`config.mk`:
```
export PLATFORM = sky130hd
export DESIGN_NAME = pwrseq_ctrl
export DESIGN_NICKNAME = d
export VERILOG_FILES = /design/src/rtl/pwrseq_pkg.sv /design/src/rtl/pwrseq_sync.sv /design/src/rtl/pwrseq_lowqual.sv /design/src/rtl/pwrseq_timer.sv /design/src/rtl/pwrseq_ctrl.sv
export SDC_FILE = /design/constraint.sdc
export NUM_CORES = 1
export LEC_CHECK = 0
export CORE_ASPECT_RATIO = 0.8
export CORE_MARGIN = 3
export CORE_UTILIZATION = 60
export DETAILED_ROUTE_END_ITERATION = 12
export GPL_ROUTABILITY_DRIVEN = 0
export PLACE_DENSITY = 0.76
export SLEW_MARGIN = 25
export SYNTH_ARGS = -nofsm -noshare
export SYNTH_HDL_FRONTEND = slang
export SYNTH_SLANG_ARGS = --single-unit
```
`constraint.sdc`:
```
create_clock -name clk_ref -period 3 [get_ports clk_ref]
set_clock_uncertainty 0.1 [all_clocks]
set_input_delay 0.3 -clock clk_ref [delete_from_list [all_inputs] [get_ports clk_ref]]
set_output_delay 0.3 -clock clk_ref [all_outputs]
set_load 0.01 [all_outputs]
```
`src/rtl/pwrseq_pkg.sv`:
```
package pwrseq_pkg;
   typedef enum logic [1:0] {
      ST_OFF    = 2'd0,
      ST_SETTLE = 2'd1,
      ST_RUN    = 2'd2,
      ST_READY  = 2'd3
   } pwr_state_e;
endpackage

```
`src/rtl/pwrseq_sync.sv`:
```
module pwrseq_sync #(
   parameter int             W       = 2,
   parameter int             STAGES  = 2,
   parameter logic [W-1:0]   RST_VAL = '0
) (
   input  logic         clk,
   input  logic         rst_n,
   input  logic [W-1:0] d,
   output logic [W-1:0] q
);
   logic [W-1:0] stg [STAGES];

   generate
      for (genvar i = 0; i < STAGES; i++) begin : g_stage
         if (i == 0) begin : g_first
            always_ff @(posedge clk or negedge rst_n) begin
               if (!rst_n) stg[i] <= RST_VAL;
               else        stg[i] <= d;
            end
         end else begin : g_next
            always_ff @(posedge clk or negedge rst_n) begin
               if (!rst_n) stg[i] <= RST_VAL;
               else        stg[i] <= stg[i-1];
            end
         end
      end
   endgenerate

   assign q = stg[STAGES-1];
endmodule

```
`src/rtl/pwrseq_lowqual.sv`:
```
module pwrseq_lowqual #(
   parameter int QUAL_CYC = 5
) (
   input  logic clk,
   input  logic rst_n,
   input  logic lvl_n,
   output logic pd_hit
);
   localparam int          QW  = (QUAL_CYC > 2) ? $clog2(QUAL_CYC) : 1;
   localparam logic [QW-1:0] SAT = QW'(QUAL_CYC - 1);

   logic [QW-1:0] low_cnt;

   always_ff @(posedge clk or negedge rst_n) begin
      if (!rst_n)              low_cnt <= SAT;
      else if (lvl_n)          low_cnt <= '0;
      else if (low_cnt != SAT) low_cnt <= low_cnt + 1'b1;
   end

   assign pd_hit = !lvl_n && (low_cnt == SAT);
endmodule

```
`src/rtl/pwrseq_timer.sv`:
```
module pwrseq_timer #(
   parameter int LIMIT = 16
) (
   input  logic clk,
   input  logic rst_n,
   input  logic clr,
   input  logic en,
   output logic hit
);
   localparam int            TW  = (LIMIT > 2) ? $clog2(LIMIT) : 1;
   localparam logic [TW-1:0] END = TW'(LIMIT - 1);

   logic [TW-1:0] cnt;

   always_ff @(posedge clk or negedge rst_n) begin
      if (!rst_n)                 cnt <= '0;
      else if (clr)               cnt <= '0;
      else if (en && cnt != END)  cnt <= cnt + 1'b1;
   end

   assign hit = (cnt == END);
endmodule

```
`src/rtl/pwrseq_ctrl.sv`:
```
module pwrseq_ctrl
   import pwrseq_pkg::*;
#(
   parameter int SYNC_STAGES = 2,
   parameter int QUAL_CYC    = 5,
   parameter int SETTLE_CYC  = 65536,
   parameter int READY_CYC   = 4096000
) (
   input  logic clk_ref,
   input  logic rst_ref_n,
   input  logic pd_pin_n,
   input  logic sw_pd,
   output logic pd_active,
   output logic osc_en,
   output logic clk_en,
   output logic int_rst,
   output logic ready
);
   generate
      if (SYNC_STAGES < 2) begin : g_bad_sync
         $error("SYNC_STAGES must be at least 2");
      end
      if (QUAL_CYC < 2) begin : g_bad_qual
         $error("QUAL_CYC must be at least 2");
      end
      if (SETTLE_CYC < 1) begin : g_bad_settle
         $error("SETTLE_CYC must be at least 1");
      end
      if (READY_CYC <= SETTLE_CYC) begin : g_bad_ready
         $error("READY_CYC must exceed SETTLE_CYC");
      end
   endgenerate

   logic [1:0] req_s;
   logic       pin_s, sw_s, sw_prev;
   logic       pin_pd, sw_fall, pd_req;
   logic       settle_hit, ready_hit;
   pwr_state_e state_q;

   pwrseq_sync #(.W(2), .STAGES(SYNC_STAGES), .RST_VAL(2'b00)) u_sync (
      .clk   (clk_ref),
      .rst_n (rst_ref_n),
      .d     ({pd_pin_n, sw_pd}),
      .q     (req_s)
   );
   assign pin_s = req_s[1];
   assign sw_s  = req_s[0];

   pwrseq_lowqual #(.QUAL_CYC(QUAL_CYC)) u_qual (
      .clk    (clk_ref),
      .rst_n  (rst_ref_n),
      .lvl_n  (pin_s),
      .pd_hit (pin_pd)
   );

   always_ff @(posedge clk_ref or negedge rst_ref_n) begin
      if (!rst_ref_n) sw_prev <= 1'b0;
      else            sw_prev <= sw_s;
   end

   // falling edge of the software bit: tail of a 0-1-0 reset sequence
   assign sw_fall = sw_prev && !sw_s;
   assign pd_req  = pin_pd || sw_s || sw_fall;

   pwrseq_timer #(.LIMIT(SETTLE_CYC)) u_settle (
      .clk   (clk_ref),
      .rst_n (rst_ref_n),
      .clr   (state_q == ST_OFF),
      .en    (state_q == ST_SETTLE),
      .hit   (settle_hit)
   );

   pwrseq_timer #(.LIMIT(READY_CYC)) u_ready (
      .clk   (clk_ref),
      .rst_n (rst_ref_n),
      .clr   (state_q == ST_OFF),
      .en    (state_q == ST_SETTLE || state_q == ST_RUN),
      .hit   (ready_hit)
   );

   always_ff @(posedge clk_ref or negedge rst_ref_n) begin
      if (!rst_ref_n) begin
         state_q <= ST_OFF;
      end else if (pd_req) begin
         state_q <= ST_OFF;
      end else begin
         unique case (state_q)
            ST_OFF:    state_q <= ST_SETTLE;
            ST_SETTLE: if (settle_hit) state_q <= ST_RUN;
            ST_RUN:    if (ready_hit)  state_q <= ST_READY;
            default:   state_q <= ST_READY;
         endcase
      end
   end

   assign pd_active = (state_q == ST_OFF);
   assign osc_en    = !pd_active;
   assign clk_en    = (state_q == ST_RUN) || (state_q == ST_READY);
   assign int_rst   = !clk_en;
   assign ready     = (state_q == ST_READY);
endmodule

```
# Word level (Yosys, flattened, before mapping)
# Cells that the tools add are included.
[classes]
n_addsub = 3
n_eq_ne = 11
n_mux = 10
reduce_logical = 17
[op_table]
columns = ["cell", "n"]
rows = [
  ["22-bit 2-to-1 mux", 2],
  ["16-bit 2-to-1 mux", 2],
  ["22-bit by 1-bit adder with 22-bit output, second input constant", 1],
  ["22-bit equality test, second input constant", 1],
  ["22-bit inequality test, second input constant", 1],
  ["16-bit by 1-bit adder with 16-bit output, second input constant", 1],
  ["16-bit equality test, second input constant", 1],
  ["16-bit inequality test, second input constant", 1],
  ["3-bit inequality test, second input constant", 3],
  ["2-bit 2-to-1 mux", 3],
  ["3-bit 2-to-1 mux", 2],
  ["2-bit case mux with 3 select lines", 1],
  ["2-bit nonzero test", 3],
  ["2-bit equality test, second input constant", 2],
  ["1-bit logical AND", 4],
  ["1-bit logical NOT", 4],
  ["1-bit logical OR", 4],
  ["3-bit by 1-bit adder with 3-bit output, second input constant", 1],
  ["3-bit equality test, second input constant", 1],
  ["2-bit by 1-bit equality test with 1-bit output, second input constant", 1],
  ["2-bit logical NOT", 1],
  ["2-bit AND reduction", 1],
]
[word_totals]
reg_bits = 48
elab_cells = 48

# Depth between registers and ports, before layout
# Gate-level depths: netlist of the first run.
[logic_depth]
ltp_word = 6
ltp_mapped = 7
ltp_nobuf = 7

# Cells and area by module
# Synthesis of the first run repeated with hierarchy kept, for this count alone.
[unflattened]
hier_cells = 286
area_unflattened_um2 = 2775.2
[by_module_without_submodules]
columns = ["mod", "n_inst", "cells_each", "area_each_um2"]
rows = [
  ["pwrseq_timer (u_ready)", 1, 131, 1252.5],
  ["pwrseq_timer (u_settle)", 1, 109, 1009.7],
  ["pwrseq_ctrl", 1, 22, 220.2],
  ["pwrseq_lowqual", 1, 18, 177.7],
  ["pwrseq_sync", 1, 6, 115.1],
]

# Least setup slack after synthesis of the first run
# OpenSTA, ideal clock, no wires.
[synth_timing]
path_type = "reg-to-reg"
from = "reg state_q[0]"
to = "reg u_ready.cnt[21]"
arrival_ns = 2.017
required_ns = 2.780
setup_slack_ns = 0.763
stages_incl_launch_ff = 8
n_path_buf = 0
path_cell_list = "dfrtp_1 > inv_1 > ha_1 > inv_1 > or4_4 > a2111oi_4 > a21oi_1 > a31o_1"
[synth_via]
elab_chain_len = 4
word_cells_on_any_way = 7
[synth_rtl]
columns = ["element", "line_no", "source"]
rows = [
  ["start, declared", "pwrseq_ctrl.sv:38", "pwr_state_e state_q;"],
  ["start signal, assigned", "pwrseq_ctrl.sv:83", "state_q <= ST_OFF;"],
  ["start signal, assigned", "pwrseq_ctrl.sv:85", "state_q <= ST_OFF;"],
  ["start signal, assigned", "pwrseq_ctrl.sv:88", "ST_OFF: state_q <= ST_SETTLE;"],
  ["2-bit by 1-bit equality test with 1-bit output / 2-bit equality test (equally long branches)", "pwrseq_ctrl.sv:77", ".en (state_q == ST_SETTLE || state_q == ST_RUN),"],
  ["1-bit logical OR", "pwrseq_ctrl.sv:77", ""],
  ["1-bit logical AND", "pwrseq_timer.sv:18", "else if (en && cnt != END) cnt <= cnt + 1'b1;"],
  ["2-bit nonzero test (no source line)", "n/a", ""],
  ["end signal, assigned", "pwrseq_timer.sv:18", ""],
  ["end, declared", "pwrseq_timer.sv:13", "logic [TW-1:0] cnt;"],
]
# Several ways; a longest one is shown, not always the timed one.
# A chain may end at the register's enable or synchronous reset.

# Worst setup path in the final report of the first run
# Same ends and word-level chain as after synthesis.

==> results.py, run 1 <==
metrics = {
    "detailed_routing": {
        "dr.pass1.iters": 4,
        "via_per_inst": 5.81,
        "routed_wl_mm": 4.63,
        "drt_iter0_drc": 84,
        "num_vias": 1883,
        "drc_errors": 0,
        "wl_per_cell_microns": 14.3,
        "drtAntennaViolNets": 0,
    },
    "synthesis": {
        "synth-compound-area-share_pct": 12.8,
        "syn_area_sq_um": 2580,
        "synth_top_family_by_area": "simple AND/OR/NAND/NOR gates",
        "ys_types": 40,
        "synth_warnings": 0,
        "synth-simple-area-share_pct": 22.0,
        "yosysSeqAreaShare_pct": 46.5,
        "synthMuxAreaShare_pct": 0.775,
        "synth_xor_xnor_area_share_pct": 10.8,
        "syn_avg_cell_area_sq_um": 10.1,
        "synth_seq_cells": 48,
        "synth_fp_nets": 269,
        "netlist_instances": 256,
        "synth_adder_area_share_pct": 4.36,
    },
    "clock_network": {
        "numClockSinks": 48,
        "clock_latency_ps": 290,
        "cts_setup_buffers": 0,
        "cts_tree": "yes",
        "cts_root_buf": "clkbuf_8",
        "max-clock-path-buffers": 2,
        "numCtsBuffers": 5,
        "cts_hold_buf": 1,
        "clkSlewWorstSetupHoldPaths_ps": 90,
        "htreeDepth": 2,
        "cts_resized": 0,
    },
    "placement": {
        "io_buffers": 8,
        "dpl.hpwl_mm": 3.24,
        "dp_cells": 315,
        "dpl_worst_slack_ps": 585,
    },
    "timing": {
        "post-route-worst-setup-slack_ps": 571,
        "min_period_ps": 2430,
        "final_max_slew_viol_count": 0,
        "rsz0062_at_grt": "false",
        "max-slew-margin-rel_pct": 57.1,
        "tightest_slew_ps": 643,
        "max_freq_mhz": 412,
        "fin_tns_setup_ps": 0,
        "setup_viol": 0,
        "fin_crit_sh_pct": 81.0,
        "hold_violations": 0,
    },
    "worst_setup_path": {
        "critical_path_class": "register to register",
        "slowest_stage": "or4_4",
        "cp_cell_sequence": "inv_1 > ha_1 > inv_1 > or4_4 > a2111oi_4 > a21oi_1 > a31o_1",
        "crit_top_cell": "inv_1",
        "cp_num_buf_inv": 2,
        "worstPathArrival_ps": 2520,
        "crit_path_start_kind": "register",
        "crit_fanout": 6,
        "slowest_delay_ps": 620,
        "crit_family": "compound AO/OA/AOI/OAI gates",
        "cp_data_required_time_ps": 3090,
        "cp-end-kind": "register",
    },
    "global_route": {
        "grt_util_all_layers_pct": 21.3,
        "grt.overflow.total": 0,
        "grt_pass1_wl_mm": 8.60,
        "grt_max_degree": 49,
        "first_global_vias": 1849,
        "grt_antenna_before_repair": 0,
    },
    "floorplan": {
        "rows": 20,
        "io_pins": 9,
        "core_sq_um": 3980,
        "initial_core_util_pct": 64.9,
        "die_area_sq_um": 5130,
        "fp.dieW_microns": 79.4,
        "die_y_microns": 64.7,
    },
    "layout": {
        "synthToLayoutAreaGrowth_pct": 9.30,
        "fillers": 309,
        "final_core_util_pct": 71.0,
        "layout.nets": 281,
        "diodes": 0,
        "mostFrequentLayoutCell": "dfrtp_1",
        "drive_gt1_share_pct": 8.55,
        "instances_no_fill": 324,
        "most-common-layout-cells": "dfrtp_1 (47), nor2_1 (40), xor2_1 (21)",
    },
    "hold_path": {
        "hp-class": "register to register",
    },
    "pwr": {
        "leakage_nw": 1.17,
        "vdd_drop_max_mv": 0.282,
        "powerDensity_nw_per_um2": 413,
        "p_total_w": 0.00117,
    },
    "outcome": {
        "status": "finished clean",
    },
    "run": {
        "cap_viol_max_count": 0,
    },
}
state kept, by name, summed over array words and instances (netlist names):
register	cells
u_ready.cnt	22
u_sync.q	2
state_q	2
u_settle.cnt	16
u_sync.stg	2
sw_prev	1
u_qual.low_cnt	3
routing by layer:
metal / vias up / share of wire, % / GRT usage (%)
li1: 930 / - / -
met1: 898 / 52 / 31.4
met2: 51 / 42 / 32.5
met3: 4 / 5.5 / 4.31
met4: 0 / 0.58 / 4.94
met5: - / 0 / 0
final cells by class:
| type | count | area, sq um | share of cell area (%) |
|---|---|---|---|
| repair buffers | 12 | 110 | 3.90 |
| flip-flops and latches | 48 | 1200 | 42.6 |
| inverters | 10 | 37.5 | 1.33 |
| clock inverters | 2 | 10.0 | 0.354 |
| clock buffers | 6 | 82.6 | 2.92 |
| multi-input cells | 191 | 1310 | 46.5 |
| well taps | 55 | 68.8 | 2.44 |
path summary, 6_finish.rpt:
kind                          startpoint         endpoint  slack, ps  cells past startpoint
setup / recovery              state_q[0]  u_ready.cnt[21]        570                      7
hold / removal             u_sync.stg[2]      u_sync.q[0]        270                      0
setup reg to reg              state_q[0]  u_ready.cnt[21]        570                      7
hold reg to reg            u_sync.stg[2]      u_sync.q[0]        270                      0
max in group asynchronous      rst_ref_n  u_ready.cnt[20]       1960                      2
min in group asynchronous      rst_ref_n   u_ready.cnt[2]        450                      2
cell usage after synthesis:
| library cell | n | area [sq um] |
|---|---|---|
| or3_1 | 1 | 6.26 |
| a21oi_1 | 3 | 15.0 |
| nand4_1 | 3 | 18.8 |
| o31ai_1 | 2 | 15.0 |
| and4_2 | 2 | 20.0 |
| a211oi_1 | 1 | 7.51 |
| nor2_1 | 40 | 150 |
| a211o_1 | 2 | 17.5 |
| xnor2_1 | 11 | 96.3 |
| or4_1 | 1 | 7.51 |
| xor2_1 | 21 | 184 |
| and2_1 | 3 | 18.8 |
| a31o_1 | 1 | 8.76 |
| nand3_2 | 1 | 10.0 |
| or4_4 | 1 | 11.3 |
| or2_2 | 1 | 6.26 |
| o21ai_0 | 7 | 35.0 |
| and2_0 | 1 | 6.26 |
| nand4_2 | 1 | 12.5 |
| clkbuf_1 | 5 | 18.8 |
| ha_1 | 9 | 113 |
| clkbuf_4 | 1 | 7.51 |
| nand2_1 | 13 | 48.8 |
| dfrtp_1 | 47 | 1180 |
| o21ai_1 | 1 | 5.00 |
| a2111oi_2 | 1 | 15.0 |
| mux2i_1 | 2 | 20.0 |
| a2111oi_4 | 3 | 82.6 |
| a31oi_1 | 3 | 18.8 |
| nor3b_1 | 3 | 22.5 |
| o2111ai_1 | 5 | 43.8 |
| and4_1 | 4 | 35.0 |
| o211ai_1 | 9 | 67.6 |
| dfstp_2 | 1 | 26.3 |
| inv_1 | 10 | 37.5 |
| nor3_1 | 6 | 30.0 |
| buf_2 | 1 | 5.00 |
| nand3_1 | 14 | 70.1 |
| and3_1 | 13 | 81.3 |
| nor4_1 | 2 | 12.5 |
kinds of logic after synthesis:
| logic type | count (synthesis) |
|---|---|
| muxes | 2 |
| AOI/OAI and AO/OA | 38 |
| xor gates and xnor gates | 32 |
| buffers and inverters | 17 |
| and+or+nand+nor | 110 |
| adders and majority gates | 9 |
| DFF | 48 |
per-stage QoR:
stage | hold WS [ps] | cell area (sq um)
4_1_cts | 270 | 2820
5_1_grt | 270 | 2820
2_1_floorplan | -95.6 | 2580
3_3_place_gp | 232 | 2720
6_report | 267 | 2820
3_5_place_dp | 247 | 2720
power by group:
part	switching [W]	leakage, nW	total, W	internal, W
Combinational	0.0000713	0.468	0.000107	0.0000359
Sequential	0.0000100	0.652	0.000669	0.000659
Clock	0.000204	0.0510	0.000388	0.000184
Total	0.000285	1.17	0.00116	0.000880
Power figures use the tool's default switching activity.
==> run 2, diff against run 1 <==
--- a/config.mk
+++ b/config.mk
@@ -7,10 +7,10 @@
 export LEC_CHECK = 0
 export CORE_ASPECT_RATIO = 0.8
 export CORE_MARGIN = 3
-export CORE_UTILIZATION = 60
+export CORE_UTILIZATION = 55
 export DETAILED_ROUTE_END_ITERATION = 12
 export GPL_ROUTABILITY_DRIVEN = 0
-export PLACE_DENSITY = 0.76
+export PLACE_DENSITY = 0.74
 export SLEW_MARGIN = 25
 export SYNTH_ARGS = -nofsm -noshare
 export SYNTH_HDL_FRONTEND = slang
==> constraint.sdc (replaced) <==
create_clock -name clk_ref -period 2.2 [get_ports clk_ref]
set_clock_uncertainty 0.1 [all_clocks]
set_input_delay 0.22 -clock clk_ref [delete_from_list [all_inputs] [get_ports clk_ref]]
set_output_delay 0.22 -clock clk_ref [all_outputs]
set_load 0.01 [all_outputs]
==> results.py, run 2 (synthesized netlist as in run 1, its figures left out) <==
metrics = {
    "outcome": {
        "status": "finished clean",
    },
    "placement": {
        "io_buffers": 8,
        "dpl.hpwl_mm": 3.40,
        "dpl_worst_slack_ps": 29.2,
        "dp_cells": 329,
    },
    "timing": {
        "rsz0062_at_grt": "true",
        "post-route-worst-setup-slack_ps": 24.2,
        "tightest_slew_ps": 510,
        "max-slew-margin-rel_pct": 65.6,
        "hold_violations": 0,
        "min_period_ps": 2180,
        "final_max_slew_viol_count": 0,
        "fin_crit_sh_pct": 98.9,
        "max_freq_mhz": 460,
        "setup_viol": 0,
    },
    "floorplan": {
        "io_pins": 9,
        "core_sq_um": 4360,
        "initial_core_util_pct": 59.2,
        "die_y_microns": 67.3,
        "fp.dieW_microns": 82.6,
        "rows": 21,
        "die_area_sq_um": 5560,
    },
    "worst_setup_path": {
        "worstPathArrival_ps": 2280,
        "reg2reg_from": "state_q[0]",
        "crit_fanout": 3,
        "cp-startpoint": "state_q[0]",
        "cp-end-kind": "register",
        "critical_path_class": "register to register",
        "cp_data_required_time_ps": 2300,
        "crit_path_start_kind": "register",
    },
    "clock_network": {
        "cts_tree": "yes",
        "numCtsBuffers": 5,
        "cts_root_buf": "clkbuf_8",
        "htreeDepth": 2,
        "numClockSinks": 48,
        "max-clock-path-buffers": 2,
        "clkSlewWorstSetupHoldPaths_ps": 90,
        "clock_latency_ps": 310,
    },
    "detailed_routing": {
        "dr.pass1.iters": 4,
        "drt_iter0_drc": 145,
        "drc_errors": 0,
        "wl_per_cell_microns": 14.4,
        "routed_wl_mm": 4.87,
        "via_per_inst": 5.71,
        "num_vias": 1937,
        "drtAntennaViolNets": 0,
    },
    "layout": {
        "instances_no_fill": 339,
        "top_register": "u_ready.cnt",
        "largest_register_ffs": 22,
        "diodes": 0,
        "drive_gt1_share_pct": 14.5,
        "top_regs": "u_ready.cnt (22), u_settle.cnt (16), u_qual.low_cnt (3)",
        "layout.nets": 294,
        "most-common-layout-cells": "dfrtp_1 (47), nor2_1 (40), xor2_1 (21)",
        "fillers": 364,
        "synthToLayoutAreaGrowth_pct": 15.7,
        "mostFrequentLayoutCell": "dfrtp_1",
    },
    "global_route": {
        "grt_antenna_before_repair": 0,
        "grt_use_met1_pct": 33.5,
        "grt_util_met3_pct": 4.93,
        "grt_max_degree": 28,
        "top_usage_layer": "met1",
        "grt_util_all_layers_pct": 21.2,
        "grt.overflow.total": 0,
        "first_global_vias": 1853,
        "grt_pass1_wl_mm": 8.95,
        "met2_usage_pct": 28.6,
    },
    "run": {
        "cap_viol_max_count": 0,
    },
    "hold_path": {
        "min_from": "sw_pd",
        "hp-class": "input pin to register",
    },
    "pwr": {
        "vdd_drop_max_mv": 0.446,
        "powerDensity_nw_per_um2": 585,
        "leakage_nw": 1.27,
    },
}
## run 2: cell count changes in the layout (fill, tap and decap cells not counted), sizes merged
cell,change
clkdlybuf4s50,-2
dlygate4sd2,+1
buf,+13
dlymetal6s2s,+1
clkbuf,-1
clkinvlp,+1
clkinv,-2
bufinv,+1
inv,+1
## run 2: area by class of cell
type | instances | area, sq um | share of cell area (%)
clock buffer | 5 | 68.8 | 2.30
tap | 57 | 71.3 | 2.39
sequential | 48 | 1200 | 40.2
inverter | 10 | 37.5 | 1.26
clock inverter | 3 | 46.3 | 1.55
multi-input combinational | 191 | 1330 | 44.5
timing repair buffer | 25 | 231 | 7.74
## run 2: where the power goes
part	total, W	leakage, nW	internal (W)	switching, W
Clock	0.000665	0.0548	0.000343	0.000322
Sequential	0.000911	0.652	0.000899	0.0000116
Combinational	0.000172	0.559	0.0000672	0.000105
Total	0.00175	1.27	0.00131	0.000439
## run 2: worst paths after layout
path                       slack (ps)                 to  cells past startpoint
setup / recovery                   20    u_ready.cnt[19]                      8
hold / removal                    240      u_sync.stg[2]                      1
setup reg to reg                   20    u_ready.cnt[19]                      8
hold reg to reg                   260        u_sync.q[1]                      0
max in group asynchronous        1100  u_qual.low_cnt[2]                      3
min in group asynchronous         310   u_settle.cnt[12]                      2
## run 2: critical path, stage by stage, from the launching register on
cell and delay, ps:
dfrtp_1 360, inv_2 60, ha_4 260, inv_2 30
or4_4 520, buf_4 160, a2111oi_2 340, xnor2_1 160
nor2_1 60
## run 2: metrics by stage
step	instance area, sq um	total power [W]	setup TNS [ps]	util, %	hold slack (ps)
after global routing	2990	0.00183	-181	68.5	242
after global placement	2850	0.00110	0	65.3	124
after CTS	2970	0.00176	0	68.2	235
after detailed placement	2850	0.00110	0	65.3	134
final	2990	0.00175	0	68.5	238
after floorplan	2600	0.00102	0	-	-176
## run 2: routing by layer
metal	up-vias	share of wire (%)	wire, microns
li1	967	-	-
met1	924	55	2660
met2	42	40	1930
met3	4	4.8	233
met4	0	0.99	48
met5	-	0	0
## run 2: repair_timing
action / CTS / global route
endpoints found under the setup margin: 1 / 8
endpoints found under the hold margin: 21 / 0
resized for setup: 1 / 4
pin swaps: 0 / 3
hold buffers: 1 / 0
gates cloned: 0 / 0
setup buffers: 0 / 1
==> run 3, diff against run 2 <==
--- a/config.mk
+++ b/config.mk
@@ -7,10 +7,10 @@
 export LEC_CHECK = 0
 export CORE_ASPECT_RATIO = 0.8
 export CORE_MARGIN = 3
-export CORE_UTILIZATION = 55
+export CORE_UTILIZATION = 60
 export DETAILED_ROUTE_END_ITERATION = 12
 export GPL_ROUTABILITY_DRIVEN = 0
-export PLACE_DENSITY = 0.74
+export PLACE_DENSITY = 0.76
 export SLEW_MARGIN = 25
 export SYNTH_ARGS = -nofsm -noshare
 export SYNTH_HDL_FRONTEND = slang
==> constraint.sdc (replaced) <==
create_clock -name clk_ref -period 2.8 [get_ports clk_ref]
set_clock_uncertainty 0.1 [all_clocks]
set_input_delay 0.28 -clock clk_ref [delete_from_list [all_inputs] [get_ports clk_ref]]
set_output_delay 0.28 -clock clk_ref [all_outputs]
set_load 0.01 [all_outputs]
==> results.py, run 3 (synthesized netlist as in run 1, its figures left out) <==
metrics = {
    "outcome": {
        "status": "finished clean",
    },
    "timing": {
        "final_max_slew_viol_count": 0,
        "hold_violations": 0,
        "min_period_ps": 2420,
        "setup_viol": 0,
        "max-slew-margin-rel_pct": 56.9,
        "max_freq_mhz": 413,
        "rsz0062_at_grt": "false",
        "fin_tns_setup_ps": 0,
        "tightest_slew_ps": 646,
        "post-route-worst-setup-slack_ps": 381,
        "fin_crit_sh_pct": 86.4,
    },
    "worst_setup_path": {
        "cp_num_buf_inv": 2,
        "cp_data_required_time_ps": 2890,
        "slowest_stage": "or4_4",
        "crit_fanout": 6,
        "worstPathArrival_ps": 2500,
        "reg2reg_from": "state_q[0]",
        "critical_path_class": "register to register",
        "r2r_end": "u_ready.cnt[21]",
        "cp-end-kind": "register",
        "crit_path_start_kind": "register",
        "rr_worst_depth": 7,
        "r2r_setup_slack_ps": 380,
        "crit_top_cell": "inv_1",
        "cp_cell_sequence": "inv_1 > ha_1 > inv_1 > or4_4 > a2111oi_4 > a21oi_1 > a31o_1",
        "slowest_delay_ps": 610,
        "crit_family": "compound AO/OA/AOI/OAI gates",
    },
    "layout": {
        "synthToLayoutAreaGrowth_pct": 10.2,
        "most-common-layout-cells": "dfrtp_1 (47), nor2_1 (40), xor2_1 (21)",
        "diodes": 0,
        "fillers": 283,
        "final_core_util_pct": 71.5,
        "instances_no_fill": 325,
        "mostFrequentLayoutCell": "dfrtp_1",
        "top_register": "u_ready.cnt",
        "top_regs": "u_ready.cnt (22), u_settle.cnt (16), u_qual.low_cnt (3)",
        "largest_register_ffs": 22,
        "drive_gt1_share_pct": 8.52,
        "layout.nets": 282,
    },
    "pwr": {
        "p_total_w": 0.00132,
        "leakage_nw": 1.18,
        "internal_power_w": 0.00101,
        "p_switching_w": 0.000304,
        "switching_share_pct": 23.1,
        "combPwrFrac_pct": 8.8,
        "pwr-share-clk_pct": 36.6,
        "p_seq_share_pct": 54.5,
        "powerDensity_nw_per_um2": 462,
        "vdd_drop_max_mv": 0.319,
    },
    "floorplan": {
        "fp.dieW_microns": 79.4,
        "io_pins": 9,
        "die_area_sq_um": 5130,
        "core_sq_um": 3980,
        "initial_core_util_pct": 64.9,
        "rows": 20,
        "die_y_microns": 64.7,
    },
    "hold_path": {
        "holdPathStages": 0,
        "hold_end": "u_sync.q[0]",
        "hp-class": "register to register",
        "min_from": "u_sync.stg[2]",
    },
    "clock_network": {
        "clock_latency_ps": 290,
        "numCtsBuffers": 5,
        "numClockSinks": 48,
        "clkSlewWorstSetupHoldPaths_ps": 90,
        "cts_root_buf": "clkbuf_8",
        "cts_setup_buffers": 0,
        "htreeDepth": 2,
        "cts_tree": "yes",
        "cts_resized": 0,
        "max-clock-path-buffers": 2,
    },
    "detailed_routing": {
        "wl_met1_mm": 2.49,
        "dr.pass1.iters": 4,
        "drtAntennaViolNets": 0,
        "drt_iter0_drc": 162,
        "via_per_inst": 5.68,
        "wl_met2_mm": 1.84,
        "routed_wl_mm": 4.55,
        "wl_per_cell_microns": 14.0,
        "highest_layer": "met4",
        "drc_errors": 0,
        "wl_met3_microns": 195,
        "num_vias": 1847,
    },
    "global_route": {
        "grt_pass1_wl_mm": 7.80,
        "first_global_vias": 1693,
        "grt_max_degree": 49,
        "grt_antenna_before_repair": 0,
        "grt_util_all_layers_pct": 19.1,
        "grt.overflow.total": 0,
    },
    "run": {
        "cap_viol_max_count": 0,
    },
    "placement": {
        "dp_cells": 316,
        "dpl_worst_slack_ps": 416,
        "io_buffers": 8,
        "dpl.hpwl_mm": 3.15,
    },
}
==> run 3: cell count changes in the layout (fill, tap and decap cells not counted), sizes merged <==
| cell | delta |
|---|---|
| buf | -12 |
| clkdlybuf4s50 | +2 |
| clkbuf | +1 |
| clkinv | +1 |
| clkinvlp | -1 |
| dlygate4sd2 | -1 |
| dlymetal6s2s | -1 |
| inv | -1 |
==> run 3: worst max path at each step <==
stage                    start         endpoint  slack, ps  cells after the start
global placement    state_q[0]  u_ready.cnt[21]        470                      7
global route        state_q[0]  u_ready.cnt[21]        280                      7
detailed placement  state_q[0]  u_ready.cnt[21]        420                      7
floorplan           state_q[0]  u_ready.cnt[21]        560                      7
finish              state_q[0]  u_ready.cnt[21]        380                      7
CTS                 state_q[0]  u_ready.cnt[21]        390                      7
==> run 3: stage by stage <==
step | area (sq um) | hold WS (ps)
final | 2850 | 256
after global placement | 2730 | 233
after global routing | 2850 | 260
after detailed placement | 2730 | 226
after CTS | 2850 | 258
after floorplan | 2580 | -116
==> run 3: area by class of cell <==
cell class | count | area (sq um) | share of cell area [%]
well taps | 55 | 68.8 | 2.42
inverters | 10 | 37.5 | 1.32
flip-flops and latches | 48 | 1200 | 42.2
multi-input cells | 191 | 1310 | 46.1
clock buffers | 6 | 72.6 | 2.55
repair buffers | 13 | 118 | 4.13
clock inverters | 2 | 35.0 | 1.23
==> run 3: repair_timing <==
action	in CTS	in global routing
hold endpoints to repair	47	0
hold buffers	1	0
endpoints found under the setup margin	0	0
==> run 3: per-layer routing <==
| layer | vias up | track usage [%] |
|---|---|---|
| met4 | 0 | 4.94 |
| met1 | 870 | 28.7 |
| met3 | 4 | 5.14 |
| li1 | 937 | - |
| met2 | 36 | 27.2 |
| met5 | - | 0 |
==> run 3: power groups by stage <==
| stage | sequential, W | combinational (W) | clock, W |
|---|---|---|---|
| global route | 0.000719 | 0.000133 | 0.000517 |
| detailed placement | 0.000731 | 0.000117 | 0 |
| finish | 0.000717 | 0.000116 | 0.000482 |
| floorplan | 0.000729 | 0.0000680 | 0 |
| CTS | 0.000717 | 0.000118 | 0.000491 |
| global placement | 0.000730 | 0.000115 | 0 |
